===== config.mk =====
export PLATFORM = sky130hd
export DESIGN_NAME = rtc_split_counter
export DESIGN_NICKNAME = d
export VERILOG_FILES = /design/src/rtl/rtc_pkg.sv /design/src/rtl/rtc_reg_decode.sv /design/src/rtl/rtc_tick_counter.sv /design/src/rtl/rtc_ctrl_reg.sv /design/src/rtl/rtc_split_counter.sv
export SDC_FILE = /design/constraint.sdc
export NUM_CORES = 1
export LEC_CHECK = 0
export BUFFER_PORTS_ARGS = -buffer_cell sky130_fd_sc_hd__buf_2
export CAP_MARGIN = 20
export CORE_ASPECT_RATIO = 1.5
export CORE_MARGIN = 4
export CORE_UTILIZATION = 53
export CTS_CLUSTER_DIAMETER = 150
export CTS_CLUSTER_SIZE = 8
export DETAILED_ROUTE_END_ITERATION = 7
export HOLD_SLACK_MARGIN = 0.02
export PLACE_DENSITY = 0.75
export SLEW_MARGIN = 15
export SYNTH_ARGS = -nofsm -noshare
export SYNTH_HDL_FRONTEND = slang
export SYNTH_HIERARCHICAL = 1
export SYNTH_SLANG_ARGS = --single-unit

===== constraint.sdc =====
create_clock -name clk -period 1.9 [get_ports clk]
set_input_delay 0.19 -clock clk [delete_from_list [all_inputs] [get_ports clk]]
set_output_delay 0.19 -clock clk [all_outputs]
set_load 0.02 [all_outputs]

===== src/rtl/rtc_pkg.sv =====
package rtc_pkg;
  typedef enum logic [1:0] {
    SEL_NONE = 2'd0,
    SEL_CTRL = 2'd1,
    SEL_HI   = 2'd2,
    SEL_LO   = 2'd3
  } reg_sel_e;
endpackage


===== src/rtl/rtc_reg_decode.sv =====
module rtc_reg_decode
  import rtc_pkg::*;
#(
  parameter int ADDR_W  = 8,
  parameter int OFF_CTL = 'h38,
  parameter int OFF_HI  = 'h50,
  parameter int OFF_LO  = 'h54
) (
  input  logic [ADDR_W-1:0] addr,
  output reg_sel_e          sel
);
  localparam logic [ADDR_W-1:0] A_CTL = ADDR_W'(OFF_CTL);
  localparam logic [ADDR_W-1:0] A_HI  = ADDR_W'(OFF_HI);
  localparam logic [ADDR_W-1:0] A_LO  = ADDR_W'(OFF_LO);

  // Full-width compare: any other offset is unmapped.
  always_comb begin
    if (addr == A_CTL)     sel = SEL_CTRL;
    else if (addr == A_HI) sel = SEL_HI;
    else if (addr == A_LO) sel = SEL_LO;
    else                   sel = SEL_NONE;
  end
endmodule


===== src/rtl/rtc_tick_counter.sv =====
module rtc_tick_counter #(
  parameter int CNT_W  = 47,
  parameter int DATA_W = 32
) (
  input  logic              clk,
  input  logic              por_n,
  input  logic              tick_en,
  input  logic              load_hi,
  input  logic              load_lo,
  input  logic [DATA_W-1:0] wdata,
  output logic [CNT_W-1:0]  count
);
  localparam int HI_W = CNT_W - DATA_W;

  logic [CNT_W-1:0] cnt_q, cnt_d;

  // cnt_q is the single snapshot both halves are taken from; a load
  // overrides the tick on the same edge.
  always_comb begin
    cnt_d = cnt_q;
    if (load_hi)      cnt_d = {wdata[HI_W-1:0], cnt_q[DATA_W-1:0]};
    else if (load_lo) cnt_d = {cnt_q[CNT_W-1:DATA_W], wdata};
    else if (tick_en) cnt_d = cnt_q + 1'b1;
  end

  // Only power-on reset touches the count.
  always_ff @(posedge clk or negedge por_n) begin
    if (!por_n) cnt_q <= '0;
    else        cnt_q <= cnt_d;
  end

  assign count = cnt_q;

  a_r2_tick_step: assert property (@(posedge clk) disable iff (!por_n)
    (tick_en && !load_hi && !load_lo) |=> (cnt_q == CNT_W'($past(cnt_q) + 1'b1)));

  a_r2_hold: assert property (@(posedge clk) disable iff (!por_n)
    (!tick_en && !load_hi && !load_lo) |=> $stable(cnt_q));

  a_r4_hi_load: assert property (@(posedge clk) disable iff (!por_n)
    load_hi |=> (cnt_q[DATA_W-1:0] == $past(cnt_q[DATA_W-1:0]) &&
                 cnt_q[CNT_W-1:DATA_W] == $past(wdata[HI_W-1:0])));

  a_r5_lo_load: assert property (@(posedge clk) disable iff (!por_n)
    load_lo |=> (cnt_q[CNT_W-1:DATA_W] == $past(cnt_q[CNT_W-1:DATA_W]) &&
                 cnt_q[DATA_W-1:0] == $past(wdata)));
endmodule


===== src/rtl/rtc_ctrl_reg.sv =====
module rtc_ctrl_reg #(
  parameter int DATA_W = 32,
  parameter int BIT_A  = 6,
  parameter int BIT_B  = 5
) (
  input  logic              clk,
  input  logic              por_n,
  input  logic              warm_rst_n,
  input  logic              wr_en,
  input  logic [DATA_W-1:0] wdata,
  output logic [DATA_W-1:0] ctrl,
  output logic              pwr_off_req
);
  logic rst_n;
  assign rst_n = por_n & warm_rst_n;

  logic [DATA_W-1:0] ctrl_q;
  logic              off_q;

  always_ff @(posedge clk or negedge rst_n) begin
    if (!rst_n) begin
      ctrl_q <= '0;
      off_q  <= 1'b0;
    end else begin
      if (wr_en) ctrl_q <= wdata;
      off_q <= wr_en & wdata[BIT_A] & wdata[BIT_B];
    end
  end

  assign ctrl        = ctrl_q;
  assign pwr_off_req = off_q;

  a_r8_pulse_cause: assert property (@(posedge clk) disable iff (!rst_n)
    off_q |-> ($past(wr_en) && $past(wdata[BIT_A]) && $past(wdata[BIT_B])));

  a_r8_pulse_bits: assert property (@(posedge clk) disable iff (!rst_n)
    off_q |-> (ctrl_q[BIT_A] && ctrl_q[BIT_B]));

  a_r9_ctrl_cleared: assert property (@(posedge clk) disable iff (!por_n)
    !warm_rst_n |-> (ctrl_q == '0 && !off_q));
endmodule


===== src/rtl/rtc_split_counter.sv =====
module rtc_split_counter
  import rtc_pkg::*;
#(
  parameter int CNT_W   = 47,
  parameter int DATA_W  = 32,
  parameter int ADDR_W  = 8,
  parameter int OFF_CTL = 'h38,
  parameter int OFF_HI  = 'h50,
  parameter int OFF_LO  = 'h54
) (
  input  logic              clk,
  input  logic              por_n,
  input  logic              warm_rst_n,
  input  logic              tick_en,
  input  logic [ADDR_W-1:0] bus_addr,
  input  logic              bus_we,
  input  logic [DATA_W-1:0] bus_wdata,
  output logic [DATA_W-1:0] bus_rdata,
  output logic              pwr_off_req
);
  localparam int HI_W = CNT_W - DATA_W;

  reg_sel_e          sel;
  logic [CNT_W-1:0]  count;
  logic [DATA_W-1:0] ctrl;
  logic              wr_ctrl, wr_hi, wr_lo;

  rtc_reg_decode #(
    .ADDR_W(ADDR_W), .OFF_CTL(OFF_CTL), .OFF_HI(OFF_HI), .OFF_LO(OFF_LO)
  ) u_dec (
    .addr(bus_addr),
    .sel (sel)
  );

  assign wr_ctrl = bus_we && (sel == SEL_CTRL);
  assign wr_hi   = bus_we && (sel == SEL_HI);
  assign wr_lo   = bus_we && (sel == SEL_LO);

  rtc_tick_counter #(.CNT_W(CNT_W), .DATA_W(DATA_W)) u_cnt (
    .clk    (clk),
    .por_n  (por_n),
    .tick_en(tick_en),
    .load_hi(wr_hi),
    .load_lo(wr_lo),
    .wdata  (bus_wdata),
    .count  (count)
  );

  rtc_ctrl_reg #(.DATA_W(DATA_W)) u_ctl (
    .clk        (clk),
    .por_n      (por_n),
    .warm_rst_n (warm_rst_n),
    .wr_en      (wr_ctrl),
    .wdata      (bus_wdata),
    .ctrl       (ctrl),
    .pwr_off_req(pwr_off_req)
  );

  always_comb begin
    unique case (sel)
      SEL_CTRL: bus_rdata = ctrl;
      SEL_HI:   bus_rdata = {{(DATA_W-HI_W){1'b0}}, count[CNT_W-1:DATA_W]};
      SEL_LO:   bus_rdata = count[DATA_W-1:0];
      default:  bus_rdata = '0;
    endcase
  end

  a_r10_unmapped_zero: assert property (@(posedge clk) disable iff (!por_n)
    (sel == SEL_NONE) |-> (bus_rdata == '0));
endmodule


==> results of run 1 <==
-- layout by cell type (no fill, tap or decap), drive strengths merged, types with 22 or more instances in the layout --
cell and instances:
mux2 53, buf 208, a21oi 32, nand2 37, nand3 36, o21ai 26
nor2 32, mux2i 23, nand4 23, nor2b 22, dfrtp 80
-- worst paths after layout --
kind,from,end,slack (ps),cells past startpoint
max in group asynchronous,por_n,u_ctl/ctrl[16]$_DFFE_PN0P_,1030,4
max reg2reg,u_cnt/count[1]$_DFFE_PN0P_,u_cnt/count[24]$_DFFE_PN0P_,-120,7
max,bus_addr[0],bus_rdata[4],-130,8
min in group asynchronous,por_n,u_cnt/count[43]$_DFFE_PN0P_,500,3
min,bus_wdata[24],u_ctl/ctrl[24]$_DFFE_PN0P_,100,2
min reg2reg,u_ctl/ctrl[24]$_DFFE_PN0P_,u_ctl/ctrl[24]$_DFFE_PN0P_,510,1
-- per-layer routing --
metal  routed length [um]  GRT usage
met2                10400      0.571
met5                    0          0
met3                 1200     0.0451
met1                 7370      0.372
met4                 1130      0.193
-- worst max-delay path, delay by kind of cell --
| kind | cells | cell delay, ps |
|---|---|---|
| simple gates | 2 | 560 |
| buf+inv | 4 | 530 |
| mux | 1 | 320 |
| compound gates | 1 | 220 |
-- timing repair --
item	in CTS	in global routing
buffers inserted	16	10
hold buffers	2	0
hold endpoints to repair	80	0
pin swaps	12	25
setup endpoints to repair	55	68
gates resized for setup	74	30
cloned	4	2
-- power groups by stage --
stage	Combinational (uW)	Sequential [uW]	Clock, uW
after floorplan	399	2020	0
after global routing	998	2030	1920
after global placement	798	2020	0
after detailed placement	832	2030	0
after CTS	890	2010	1840
final	935	2010	1830
-- through the flow --
step	hold slack, ps	util	instances	setup TNS (ps)
after global routing	99.0	0.774	865	-3980
after floorplan	-106	-	556	-6280
after CTS	96.2	0.750	853	-1130
after detailed placement	307	0.664	817	-27640
after global placement	295	0.664	817	-18360
final	101	0.774	865	-1590
-- cell usage after synthesis (4+ instances only) --
master / n
a21oi_1: 32
a22o_1: 15
a22oi_1: 6
a31oi_1: 5
and2_1: 6
and3_1: 15
and4_1: 7
buf_1: 7
buf_12: 4
buf_2: 5
buf_6: 4
clkbuf_1: 14
dfrtp_1: 80
inv_1: 9
mux2_2: 13
mux2_4: 40
mux2i_1: 23
nand2_1: 37
nand3_1: 31
nand3_2: 4
nand4_1: 23
nor2_1: 32
nor2b_1: 21
nor3_1: 10
nor4_1: 10
nor4_2: 4
o211ai_1: 5
o21ai_0: 17
o21ai_1: 9
o22ai_1: 4
or3_1: 4
or4_1: 4
xnor2_1: 7
-- final cells by class --
type / instances / area (um2) / share of cell area
Multi-Input combinational cell: 428 / 3420 / 0.438
Sequential cell: 80 / 2000 / 0.257
Timing Repair Buffer: 214 / 1880 / 0.240
Clock buffer: 13 / 270 / 0.0346
Tap cell: 117 / 146 / 0.0188
Inverter: 11 / 48.8 / 0.00626
Clock inverter: 2 / 37.5 / 0.00481
-- registers in the layout, summed over array words and instances (netlist names) --
| name | flops |
|---|---|
| u_ctl/pwr_off_req | 1 |
| u_cnt/count | 47 |
| u_ctl/ctrl | 32 |
-- kinds of logic (layout without fill, tap and decap cells) --
family,after synthesis,in the layout,share of synthesized area
mux,76,76,0.179
fa+ha+maj,1,1,0.00229
flops,80,80,0.367
buf+inv,48,240,0.0550
simple gates,225,225,0.242
xor+xnor,9,9,0.0144
compound gates,117,117,0.141
==> impl_metrics.yaml, run 1 <==
cells_and_area:
  final_nets: 790
  drive_gt1_frac: 0.444
  final_area_um2: 7800
  fillers: 651
  antenna_cells: 0
  area_growth_pct: 42.9
timing:
  skew_ps: 8.18
  setup_ws_ps: -130
  hold_violations: 0
  setup_viol: 28
  rsz0062_at_grt: "true"
  max_freq_mhz: 493
  slew_viol_final: 0
  fin_crit_ps: 2030
  worst_slew_pin_slew_ps: 577
  min_period_over_period: 1.07
  slew_headroom: 0.612
placed_design:
  dp_slack_ps: -412
  placed_area_um2: 6700
  dp_hpwl_um: 13700
  globalplace.congestion: 1.02
  numPortBuffers: 77
setup_path:
  crit_slowest_cell: "mux2_4"
  cp_slowest_stage_delay_ps: 320
  cp_max_fo: 7
  crit_chain: "buf_6 -> nor4b_4 -> and4bb_2 -> buf_6 -> buf_12 -> mux2_4 -> a22o_1 -> buf_6"
  cp.required_ps: 1710
  cp.arrival_ps: 1840
  timing.critical_path.mode_cell: "buf_6"
  cp-end-kind: "primary output"
  critPathKind: "in -> out"
  startpoint_type: "primary input"
power_and_ir_drop:
  ir_worst_vdd_v: 0.000451
  internal_power_uw: 3470
  power_leakage_uw: 0.00351
  clockPowerShare: 0.383
  p_comb_frac: 0.195
  seqPwrFrac: 0.421
  total_power_uw: 4780
  p_per_area_nw_per_um2: 613
  p_sw_frac: 0.274
  p_switching_uw: 1310
detailed_routing:
  wl_per_cell_um: 23.2
  drtIter0Drc: 486
  postRouteAntennaNets: 0
  via_per_inst: 6.55
  dr.pass1.iters: 5
  drc: 0
  totalWireLength_um: 20100
  num_vias: 5670
clock_tree:
  clk_pin_slew_ps: 60
  clk_latency_ps: 340
  clk_path_buf_depth: 2
  htreeDepth: 3
  cts_buffers: 9
  cts_tree: "done"
  numClockSinks: 80
  root_buffer: "clkbuf_16"
yosys:
  ys_types: 66
  synth_edf_count: 0
  yosysWarnings: 6
  synth_top_area_frac: 0.367
  synth_area_leaders: "dfrtp_1, mux2_4, mux2i_1, a21oi_1, nand3_1"
  synth-seq-cells: 80
  synthCells: 556
  synthArstFlopShare: 1.00
  syn-num-nets: 602
  avgSynthCellArea_um2: 9.82
  syn-cell-area_um2: 5460
  synth_ff_type: "dfrtp_1"
  seq_area_frac_synth: 0.367
  synth.largest_area_cell: "dfrtp_1"
global_route:
  grt_pass1_wl_um: 30500
  grt_overflow: 0
  grtUsageTotal: 0.325
  grt_max_degree: 27
  grt_pass1_vias: 5741
  grt_antenna_before_repair: 0
die:
  die_area_um2: 12000
  fp-row-count: 45
  start_util: 0.542
  die_y_um: 132
  io_pins: 78
  die_w_um: 90.9
  core_area_um2: 10100
job:
  cap_violations: 0
status:
  violations: "setup timing"
  outcome: "complete, but fails checks"
worst_hold_path:
  holdCritPathClass: "in -> reg"
(Power assumes the default switching activity.)
==> run 2, diff against run 1 <==
--- a/config.mk
+++ b/config.mk
@@ -7,7 +7,7 @@
 export LEC_CHECK = 0
 export BUFFER_PORTS_ARGS = -buffer_cell sky130_fd_sc_hd__buf_2
 export CAP_MARGIN = 20
-export CORE_ASPECT_RATIO = 1.5
+export CORE_ASPECT_RATIO = 0.9
 export CORE_MARGIN = 4
 export CORE_UTILIZATION = 53
 export CTS_CLUSTER_DIAMETER = 150
==> run 2 against run 1 <==
  * The flow still finishes with violations (setup timing)
  * Largest power group unchanged
  * Critical path type unchanged
  * Worst setup slack got worse by 29 ps
  * Critical path depth did not move
  * Clock power shrank 7%
  * Total power decreased by 4.4%
  * Via count decreased by 3.8%
  * Sequential share of layout area up 0.99 points
==> impl_metrics.yaml, run 2 (same netlist as run 1, synthesis figures left out) <==
detailed_routing:
  drc: 0
  via_per_inst: 6.34
  postRouteAntennaNets: 0
  dr.pass1.iters: 6
  wl_per_cell_um: 22.0
  totalWireLength_um: 18900
  drtIter0Drc: 446
  num_vias: 5453
clock_tree:
  root_buffer: "clkbuf_16"
  cts_buffers: 9
  numClockSinks: 80
  htreeDepth: 3
  clk_path_buf_depth: 2
  clk_latency_ps: 340
  cts_tree: "done"
  clk_pin_slew_ps: 60
cells_and_area:
  most-common-layout-cells: "buf_4, dfrtp_1, buf_2"
  fin_util: 0.763
  fillers: 693
  largest_reg_flops: 47
  final_area_um2: 7530
  area_growth_pct: 37.9
  mostFrequentLayoutCell: "buf_4"
  final_nets: 775
  antenna_cells: 0
  drive_gt1_frac: 0.428
timing:
  rsz0062_at_grt: "true"
  max_freq_mhz: 486
  hold_violations: 0
  setup_viol: 32
  timing.hold.ws_ps: 11.1
  slew_viol_final: 0
  worst_slew_pin_slew_ps: 599
  setup_ws_ps: -160
  fin_crit_ps: 2060
  min_period_over_period: 1.08
  slew_headroom: 0.599
  skew_ps: 4.45
power_and_ir_drop:
  power_leakage_uw: 0.00339
  seqPwrFrac: 0.438
  ir_worst_vdd_v: 0.000718
  p_switching_uw: 1270
  clockPowerShare: 0.371
  internal_power_uw: 3310
  p_sw_frac: 0.277
  p_comb_frac: 0.191
  p_per_area_nw_per_um2: 608
die:
  start_util: 0.553
  core_area_um2: 9870
  io_pins: 78
  fp-row-count: 34
  die_area_um2: 12000
  die_w_um: 115
  die_y_um: 104
setup_path:
  rrSetupSlack_ps: -70
  cp.arrival_ps: 1870
  critPathKind: "in -> out"
  cp-end-kind: "primary output"
  cp_max_fo: 7
  startpoint_type: "primary input"
  cp.required_ps: 1710
placed_design:
  numPortBuffers: 77
  dp_hpwl_um: 13300
  placed_area_um2: 6670
  globalplace.congestion: 1.04
job:
  cap_violations: 0
global_route:
  grt_pass1_vias: 5325
  grt_max_degree: 48
  grt_pass1_wl_um: 28900
  grtUsageTotal: 0.306
  grt_antenna_before_repair: 0
  grt_overflow: 0
status:
  violations: "setup timing"
  outcome: "complete, but fails checks"
worst_hold_path:
  holdCritPathClass: "in -> async"
[run 2: power by group through the flow]
| stage | logic (uW) | registers (uW) | clock network [uW] |
|---|---|---|---|
| global placement | 777 | 2020 | 0 |
| CTS | 825 | 2000 | 1710 |
| finish | 874 | 2010 | 1700 |
| floorplan | 399 | 2020 | 0 |
| global route | 939 | 2030 | 1780 |
| detailed placement | 806 | 2030 | 0 |
[run 2: worst paths after layout]
| path | endpoint | cells past startpoint | from |
|---|---|---|---|
| worst max register to register | u_cnt/count[24]$_DFFE_PN0P_ | 8 | u_cnt/count[0]$_DFFE_PN0P_ |
| worst max-delay path | bus_rdata[11] | 8 | bus_addr[7] |
| min in group clk | u_ctl/ctrl[20]$_DFFE_PN0P_ | 2 | bus_wdata[20] |
| worst min register to register | u_ctl/ctrl[25]$_DFFE_PN0P_ | 1 | u_ctl/ctrl[25]$_DFFE_PN0P_ |
| worst min-delay path | u_ctl/ctrl[28]$_DFFE_PN0P_ | 3 | warm_rst_n |
| max in group asynchronous | u_ctl/ctrl[11]$_DFFE_PN0P_ | 4 | por_n |
[run 2: repair_timing]
action	in CTS	in global routing
endpoints found under the setup margin	45	69
setup buffers	4	12
hold endpoints to repair	47	0
resized for setup	53	41
cloned	1	1
pin swaps	7	17
hold buffers	1	0
[run 2: critical path: stages]
cell and delay, ps:
buf_6 100, nor4b_4 280, and4bb_2 290, buf_6 160, buf_12 150, mux2_4 310
a22o_1 250, buf_6 150
[run 2: metal layers]
layer,vias to the layer above,wire [um],part of all wire,track usage
li1,2444,-,-,-
met1,2672,8160,0.43,0.419
met2,288,8750,0.46,0.465
met3,49,1460,0.077,0.0855
met4,0,549,0.029,0.103
met5,-,0,0,0
[run 2: cell type report]
type / instances / area [um2] / share of cell area
Tap cell: 126 / 158 / 0.0209
Sequential cell: 80 / 2010 / 0.266
Multi-Input combinational cell: 428 / 3400 / 0.451
Timing Repair Buffer: 199 / 1640 / 0.217
Clock buffer: 14 / 274 / 0.0364
Clock inverter: 2 / 12.5 / 0.00166
Inverter: 11 / 46.3 / 0.00615
[run 2: metrics by stage]
step / std cells / TNS, ps / power, uW / worst slack [ps]
2_1_floorplan: 556 / -6280 / 2420 / -505
3_3_place_gp: 826 / -15210 / 2800 / -350
3_5_place_dp: 826 / -19420 / 2830 / -403
4_1_cts: 848 / -1090 / 4540 / -111
5_1_grt: 860 / -3850 / 4750 / -179
6_report: 860 / -1810 / 4580 / -160
==> run 3, diff against run 2 <==
--- a/config.mk
+++ b/config.mk
@@ -10,11 +10,11 @@
 export CORE_ASPECT_RATIO = 0.9
 export CORE_MARGIN = 4
 export CORE_UTILIZATION = 53
-export CTS_CLUSTER_DIAMETER = 150
 export CTS_CLUSTER_SIZE = 8
 export DETAILED_ROUTE_END_ITERATION = 7
 export HOLD_SLACK_MARGIN = 0.02
 export PLACE_DENSITY = 0.75
+export SETUP_SLACK_MARGIN = 0.02
 export SLEW_MARGIN = 15
 export SYNTH_ARGS = -nofsm -noshare
 export SYNTH_HDL_FRONTEND = slang
==> run 3 against run 2 <==
  * The flow finishes with violations (DRC, setup timing)
  * Largest cell class unchanged
  * Highest routed layer unchanged
  * Clock power about the same
  * Register-to-register slack improved by 40 ps
  * Global-route usage decreased by 0.84 points
  * Critical path type unchanged
  * Critical endpoint is now bus_rdata[14]
==> impl_metrics.yaml, run 3 (same netlist as run 1, synthesis figures left out) <==
power_and_ir_drop:
  p_switching_uw: 1320
  ir_worst_vdd_v: 0.000570
  seqPwrFrac: 0.434
  internal_power_uw: 3300
  p_per_area_nw_per_um2: 602
  power_leakage_uw: 0.00342
  p_sw_frac: 0.285
  p_comb_frac: 0.202
  total_power_uw: 4610
  clockPowerShare: 0.363
clock_tree:
  clk_pin_slew_ps: 60
  cts_buffers: 9
  numClockSinks: 80
  clk_latency_ps: 340
  clk_path_buf_depth: 2
  root_buffer: "clkbuf_16"
  cts_tree: "done"
  htreeDepth: 3
global_route:
  grt_max_degree: 48
  grt_antenna_before_repair: 0
  grt_overflow: 0
  grt_pass1_vias: 5296
  grtUsageTotal: 0.298
  grt_pass1_wl_um: 28100
detailed_routing:
  dr.pass1.iters: 8
  drc: 5
  num_vias: 5553
  via_per_inst: 6.38
  postRouteAntennaNets: 0
  drtIter0Drc: 554
  totalWireLength_um: 19100
  wl_per_cell_um: 21.9
cells_and_area:
  antenna_cells: 0
  fin_util: 0.776
  final_nets: 785
  most-common-layout-cells: "buf_4, dfrtp_1, buf_2"
  mostFrequentLayoutCell: "buf_4"
  drive_gt1_frac: 0.448
  final_area_um2: 7660
  area_growth_pct: 40.4
  stdcell_count: 870
  fillers: 706
  largest_reg_flops: 47
setup_path:
  r2r_end: "u_cnt/count[34]$_DFFE_PN0P_"
  cp_max_fo: 4
  cp.arrival_ps: 1930
  critPathKind: "in -> out"
  startpoint_type: "primary input"
  r2r_cells: 7
  cp.required_ps: 1710
  cp-end-kind: "primary output"
  r2r-start: "u_cnt/count[0]$_DFFE_PN0P_"
  rrSetupSlack_ps: -30
die:
  core_area_um2: 9870
  die_w_um: 115
  die_y_um: 104
  start_util: 0.553
  die_area_um2: 12000
  fp-row-count: 34
  io_pins: 78
placed_design:
  globalplace.congestion: 0.996
  numPortBuffers: 77
  placed_area_um2: 6640
  place_inst: 824
  dp_hpwl_um: 13100
  dp_slack_ps: -407
worst_hold_path:
  hold_depth: 2
  min_from: "bus_wdata[24]"
  hold_end: "u_ctl/ctrl[24]$_DFFE_PN0P_"
  holdCritPathClass: "in -> reg"
timing:
  min_period_over_period: 1.12
  skew_ps: 6.94
  fin_crit_ps: 2120
  rsz0062_at_grt: "true"
  worst_slew_pin_slew_ps: 652
  slew_headroom: 0.565
  setup_viol: 42
  setup_ws_ps: -222
  slew_viol_final: 0
  hold_violations: 0
  max_freq_mhz: 471
status:
  violations: "DRC, setup timing"
  outcome: "complete, but fails checks"
job:
  cap_violations: 0
run 3: changes by cell type in the layout (fill, tap and decap cells not counted), moves of 3 or more:
cell / previous run / this run
o21ai_2: 0 / 4
mux2_4: 47 / 43
buf_4: 102 / 105
buf_2: 58 / 54
buf_6: 23 / 35
nor4_2: 2 / 6
mux2_2: 6 / 10
run 3: repair_timing:
item / CTS / global route
endpoints found under the hold margin: 33 / 0
hold buffers: 1 / 0
setup endpoints to repair: 42 / 72
pin swaps: 12 / 24
buffers inserted: 9 / 17
resized for setup: 57 / 61
cloned: 1 / 3
run 3: worst max-delay path, stage by stage:
cell and delay (ps):
buf_6 100, nor4b_4 310, and4bb_2 320, buf_6 150, buf_6 110, buf_12 100
mux2_4 290, a22o_1 220, buf_6 140
run 3: worst max-delay path by stage:
stage / start / end / slack [ps] / depth (start not counted)
final: bus_addr[0] / bus_rdata[14] / -220 / 9
after floorplan: bus_addr[4] / u_cnt/count[35]$_DFFE_PN0P_ / -500 / 10
after global placement: bus_addr[4] / u_cnt/count[35]$_DFFE_PN0P_ / -380 / 9
after CTS: bus_addr[7] / bus_rdata[5] / -130 / 9
after detailed placement: bus_addr[4] / u_cnt/count[39]$_DFFE_PN0P_ / -410 / 9
after global routing: bus_addr[0] / bus_rdata[14] / -230 / 9
run 3: final cells by class:
cell class                      count  area (um2)  area share
Clock buffer                       12         256      0.0335
Tap cell                          126         158      0.0206
Timing Repair Buffer              207        1700       0.222
Clock inverter                      4        28.8     0.00376
Sequential cell                    80        2010       0.262
Inverter                           11        51.3     0.00669
Multi-Input combinational cell    430        3460       0.452
run 3: stage by stage:
step	TNS [ps]	hold WS [ps]
after global placement	-15440	359
final	-4840	94.4
after CTS	-1710	89.7
after detailed placement	-19100	369
after floorplan	-6320	-106
after global routing	-6610	97.8
run 3: power groups by stage:
stage | clock network (uW) | logic (uW) | registers, uW
finish | 1680 | 932 | 2000
global route | 1750 | 991 | 2020
CTS | 1690 | 862 | 2000
detailed placement | 0 | 820 | 2020
global placement | 0 | 789 | 2010
floorplan | 0 | 401 | 2020
run 3: routing by layer:
layer	vias to the layer above	global-route usage	part of all wire
met5	-	0	0
met4	0	0.0796	0.021
li1	2469	-	-
met2	316	0.465	0.48
met3	42	0.0512	0.087
met1	2726	0.426	0.42
